==> src/rtl/aclink_rx_frame.sv <==
`timescale 1ns/1ps
module aclink_rx_frame #(
  parameter int TAG_W       = 16,
  parameter int SLOTS       = 12,
  parameter int SLOT_W      = 20,
  parameter int TIMEOUT_CYC = 4916
) (
  input  logic                      link_clk,
  input  logic                      rst_n,
  input  logic                      frame_sync_i,
  input  logic                      ser_in_i,
  output logic                      frame_done_o,
  output logic                      codec_ready_o,
  output logic [SLOTS-1:0]          slot_valid_o,
  output logic [SLOTS*SLOT_W-1:0]   slot_data_o,
  output logic                      ready_timeout_o
);
  localparam int FRAME_BITS = TAG_W + SLOTS * SLOT_W;
  localparam int PW = $clog2(FRAME_BITS);
  localparam int BW = $clog2(SLOT_W);
  localparam int IW = $clog2(SLOTS + 1);
  localparam int WW = $clog2(TIMEOUT_CYC + 1);
  localparam logic [PW-1:0] POS_LAST = PW'(FRAME_BITS - 1);
  localparam logic [PW-1:0] TAG_LAST = PW'(TAG_W - 1);
  localparam logic [PW-1:0] DATA_FIRST = PW'(TAG_W);
  localparam logic [BW-1:0] BIT_LAST = BW'(SLOT_W - 1);
  localparam logic [WW-1:0] WD_LAST = WW'(TIMEOUT_CYC - 1);

  logic                          sync_q, active;
  logic [PW-1:0]                 pos;
  logic [BW-1:0]                 sbit;
  logic [IW-1:0]                 sidx;
  logic [SLOT_W-1:0]             sh;
  logic [TAG_W-1:0]              tag_st;
  logic [SLOTS-1:0][SLOT_W-1:0]  slot_st, slot_q;
  logic                          started, ready_seen;
  logic [WW-1:0]                 wd;

  wire              sync_rise = frame_sync_i & ~sync_q;
  wire [SLOT_W-1:0] word      = {sh[SLOT_W-2:0], ser_in_i};
  wire              last_bit  = active && (pos == POS_LAST);
  wire              rdy_now   = ready_seen | (last_bit & tag_st[TAG_W-1]);

  assign slot_data_o = slot_q;

  always_ff @(negedge link_clk or negedge rst_n) begin
    if (!rst_n) begin
      sync_q <= 1'b0; active <= 1'b0; pos <= '0; sbit <= '0; sidx <= '0;
      sh <= '0; tag_st <= '0; slot_st <= '0; slot_q <= '0;
      frame_done_o <= 1'b0; codec_ready_o <= 1'b0; slot_valid_o <= '0;
    end else begin
      sync_q       <= frame_sync_i;
      frame_done_o <= 1'b0;
      if (active) begin
        sh <= word;
        if (pos == TAG_LAST) tag_st <= word[TAG_W-1:0];
        if (pos >= DATA_FIRST) begin
          if (sbit == BIT_LAST) begin
            slot_st[sidx] <= word;
            sbit <= '0;
            sidx <= sidx + 1'b1;
          end else begin
            sbit <= sbit + 1'b1;
          end
        end
        if (pos == POS_LAST) begin
          slot_q            <= slot_st;
          slot_q[SLOTS-1]   <= word;
          codec_ready_o     <= tag_st[TAG_W-1];
          for (int k = 0; k < SLOTS; k++) slot_valid_o[k] <= tag_st[TAG_W-2-k];
          frame_done_o      <= 1'b1;
        end
      end
      if (sync_rise) begin
        pos <= '0; active <= 1'b1; sbit <= '0; sidx <= '0;
      end else if (active) begin
        pos <= pos + 1'b1;
        if (pos == POS_LAST) active <= 1'b0;
      end
    end
  end

  always_ff @(negedge link_clk or negedge rst_n) begin
    if (!rst_n) begin
      started <= 1'b0; ready_seen <= 1'b0; wd <= '0; ready_timeout_o <= 1'b0;
    end else begin
      ready_seen <= rdy_now;
      if (sync_rise && !started) begin
        started <= 1'b1;
        wd      <= '0;
      end else if (started && !rdy_now && !ready_timeout_o) begin
        if (wd == WD_LAST) ready_timeout_o <= 1'b1;
        else wd <= wd + 1'b1;
      end
    end
  end
endmodule


==> config.mk <==
export PLATFORM = sky130hd
export DESIGN_NAME = aclink_rx_frame
export DESIGN_NICKNAME = d
export VERILOG_FILES = /design/src/rtl/aclink_rx_frame.sv
export SDC_FILE = /design/constraint.sdc
export NUM_CORES = 1
export LEC_CHECK = 0
export BUFFER_PORTS_ARGS = -buffer_cell sky130_fd_sc_hd__buf_2
export CAP_MARGIN = 0
export CORE_MARGIN = 2
export CORE_UTILIZATION = 55
export CTS_BUF_LIST = sky130_fd_sc_hd__clkbuf_2
export DETAILED_ROUTE_END_ITERATION = 8
export PLACE_DENSITY = 0.76
export SLEW_MARGIN = 20
export SYNTH_ARGS = -nofsm -noshare
export SYNTH_HDL_FRONTEND = slang
export SYNTH_SLANG_ARGS = --single-unit
==> constraint.sdc <==
create_clock -name link_clk -period 2.5 [get_ports link_clk]
set_input_delay 0.125 -clock link_clk [delete_from_list [all_inputs] [get_ports link_clk]]
set_output_delay 0.125 -clock link_clk [all_outputs]
set_load 0.01 [all_outputs]
=== Word level (Yosys, flattened, before mapping) ===
Index checks and enable logic that the tools add are counted.
W data, S select, Z words.

* Word-level logic and storage cells: 95
* Register bits: 564
* Bits of input ports: 4
* Output and inout bits: 255

* Add/subtract/negate cells: 4
* $lt $le $gt $ge: 3
* Bitwise operators: 5
* Equal/unequal tests: 5
* Reductions and logical operators: 19
* Multiplexer cells: 21

{| class="wikitable"
|+ Operators by type and width
! kind !! number
|-
| $bwmux W240 || 1
|-
| $demux W20 S4 || 1
|-
| $mux W13 || 3
|-
| $mux W20 || 1
|-
| $mux W5 || 4
|-
| $mux W4 || 4
|-
| $mux W8 || 2
|-
| $add A13 B1 Y13 const B || 1
|-
| $eq A13 B13 Y1 const B || 1
|-
| $reduce_and A3 Y1 || 3
|-
| $add A8 B1 Y8 const B || 1
|-
| $eq A8 B4 Y1 const B || 1
|-
| $eq A8 B8 Y1 const B || 1
|-
| $ge A8 B5 Y1 const B || 1
|-
| $reduce_and A2 Y1 || 4
|-
| $reduce_bool A2 Y1 || 4
|-
| $add A5 B1 Y5 const B || 1
|-
| $eq A5 B5 Y1 const B || 1
|-
| $logic_and A1 B1 Y1 || 5
|-
| $lt A4 B5 Y1 const B || 1
|-
| $mux W1 || 5
|-
| $add A4 B1 Y4 const B || 1
|-
| $ge A4 B1 Y1 const B || 1
|-
| $logic_not A1 Y1 || 3
|-
| other kinds (4) || 6
|}

=== Logic depth before layout (Yosys ltp) ===
* Depth after elaboration: 9
* Depth in mapped cells: 9
* Gate-level depth less buffers: 5

==> metrics.md <==
| Metric | Value |
|---|---|
| CP Launch Point | `slot_data_o[57]` |
| DIE AREA | `0.04040 sq mm` |
| Most common cell in the synthesized netlist | `dfrtn_1` |
| Port Buffers | `258` |
| Worst Hold Class | `in -> async` |
| Average routed wire per standard cell | `20.43 um` |
| Failing checks | `negative setup slack` |
| Top cells by area, synth | `dfrtn_1 63%, mux2_2 21%, mux2_4 7.0%` |
| Initial drt markers | `approximately 700` |
| Family with the most delay on the worst path | `flip-flops` |
| Die Ht | `201.0 um` |
| Cell Chain, Critical Path | `buf_2` |
| Vias per inst | `~5.3` |
| Cells after synthesis | `1,290` |
| EDFF count, synth | `0` |
| Max incr delay on CP | `~0.47 ns` |
| Max capacitance violation total | `0` |
| H-tree depth | `4` |
| Area of the multi-input gates | `0.007243 sq mm` |
| Async S/R FF share, synth | `between 90% and 100%` |
| Largest net degree at the start of global routing | `78` |
| CP Capture Type | `output pin` |
| Crit path buffers/inverters | `1` |
| Final setup margin | `-0.4114 ns` |
| Synth top area share | `63.43%` |
| Post-synth top area cell | `dfrtn_1` |
| CTS tree | `yes` |
| Startpoint types | `register` |
| HPWL Detailed | `29,570 um` |
| Primary FF master, synth | `dfrtn_1` |
| Synth cell types | `48` |
| Register area share after synthesis | `63.43%` |
| Fill count | `approximately 2,800` |
| Synth Net Count | `1,302` |
| Final Power | `16.16 mW` |
| Slowest stage cell, crit path | `dfrtn_1` |
| Peak supply drop | `between 300 and 400 uV` |
| Via Count | `roughly 12,000` |
| GP Congestion | `0.7890` |
| Vias in the first global route | `13,279` |
| R2R Setup Slk | `0.06 ns` |
| WP data required | `2.38 ns` |
| Status | `complete, but fails checks` |
| Slew Viols, Final | `0` |
| CP Class | `reg -> out` |
| First-pass GRT wire length | `73,720 um` |
| Sink Count | `541` |
| Core area | `0.03847 sq mm` |
| Clk Latency, worst-skew pair | `~0.9 ns` |
| Post-detailed-route count of antenna-violating nets | `0` |
| Post-route DRC | `0` |
| Io pins | `about 260` |
| Drt first pass iters | `5` |
| Syn Std Cell Area | `0.02134 sq mm` |
| Reg2Reg Launch Point | `pos[6]` |
| Synth warnings | `0` |
| Fin util | `66.44%` |
| Initial antenna violation count | `2` |
| CP Max Fanout | `2` |
| Maximum clock insertion buffer count | `3` |
| Yosys reg bits | `541` |
| Root Buffer | `clkbuf_2` |
| Share of cells above drive strength 1 | `60.93%` |
| Die W | `201.0 um` |
| GRT Overall Usage | `23.53%` |
| P_leak | `14.26 nW` |
| Worst-Margin Slew | `0.9365 ns` |
| Worst-path clk slew | `about 0.070 ns` |
| Hold Vio Cnt, Final | `0` |
| Setup-failing EPs final | `255` |
| Synthesized area per cell | `16.54 sq um` |
| Hold Slack | `about 0.21 ns` |
| Worst EP arrival | `2.79 ns` |
| Overflow after GRT | `0` |
| Area Overhead vs Synth | `19.75%` |
| PwrDens | `632.4 mW/mm^2` |
| Layout Nets | `1,738` |
| Setup WS pre-CTS | `-0.07223 ns` |
| Row cnt | `72` |
| CTS Buf Count | `138` |
| Final WL | `47,880 um` |
| Starting Density | `approximately 55%` |
| Unrepaired setup endpoints after global routing | `true` |
| Clock skew | `0.05384 ns` |
| Sequential cell area | `0.01354 sq mm` |
| Worst rel slew slack | `37.57%` |
| Most frequent cells after synthesis | `541 x dfrtn_1, 406 x mux2_2, 100 x mux2_4` |
worst register-to-register path: cells and delay by family (launching register included):
family	cells	cell delay, ns
and+or+nand+nor	2	0.82
muxes	1	0.28
AOI/OAI and AO/OA	1	0.39
buffers and inverters	1	0.25
DFF	1	0.50
registers in the layout (all words and copies together) (netlist names), 4 cells and up:
signal        cells
pos               8
sbit              5
sh               19
sidx              4
slot_data_o     240
slot_st         220
slot_valid_o     12
tag_st           13
wd               13
worst paths after layout:
| path | endpoint | cells after the start |
|---|---|---|
| worst max-delay path | slot_data_o[57] | 1 |
| worst min-delay path | slot_st[7] | 1 |
| worst max register to register | slot_st[130] | 5 |
| worst min register to register | slot_data_o[182] | 1 |
| max in group asynchronous | wd[12] | 3 |
| min in group link_clk | slot_data_o[182] | 1 |
layer usage:
layer | track usage [%] | routed length, um | vias up
li1 | - | - | 5540
met1 | 33.30 | 22090 | 6483
met2 | 36.32 | 22740 | 367
met3 | 5.357 | 2295 | 60
met4 | 7.804 | 751 | 0
met5 | 0 | 0 | -
through the flow:
step / area (sq um) / TNS, ns / std cells
floorplan: 21340 / 0 / 1290
global placement: 23340 / -0.2179 / 2035
detailed placement: 23340 / -0.3609 / 2035
CTS: 25160 / -110.11 / 2313
global route: 25560 / -114.16 / 2344
finish: 25560 / -83.81 / 2344
final cells by class:
| type | instances | share of cell area [%] |
|---|---|---|
| clock inverters | 39 | 1.244 |
| flip-flops and latches | 541 | 52.97 |
| clock buffers | 200 | 3.917 |
| diodes | 1 | 0.009792 |
| repair buffers | 376 | 10.80 |
| well taps | 518 | 2.536 |
| multi-input cells | 657 | 28.34 |
| inverters | 12 | 0.1763 |
logic make-up (layout without fill, tap and decap cells):
logic type	Yosys count	in the layout	share of synthesized area, %
and+or+nand+nor	93	97	2.796
other	0	1	0
muxes	512	512	28.74
adders and majority gates	8	8	0.4690
buffers and inverters	96	627	3.031
AOI/OAI and AO/OA	28	28	1.038
DFF	541	541	63.43
xor gates and xnor gates	12	12	0.4925
power by group:
group          internal [mW]  leakage (nW)  switching, mW
Combinational          0.276          5.82          0.335
Clock                   2.75         0.976           3.49
Sequential              9.02          7.46          0.291
cell usage in the layout, fill, tap and decap left out, drive strengths merged, types with 6 or more instances in the layout:
cell type,n
nor3,9
a221o,6
nand4,9
ha,8
nand2,10
dfrtn,541
nand4b,8
xor2,8
bufinv,6
clkinv,27
mux2,506
nor4,9
buf,376
clkbuf,200
nor2,16
nand3,14
inv,15
mux2i,6
what timing repair did:
action                     in CTS  in global routing
buffers inserted               38                 27
pin swaps                       1                  7
cloned                          1                  3
hold buffers                    0                  0
resized for setup              38                 26
setup endpoints to repair     261                317
Power figures use the tool's default switching activity.
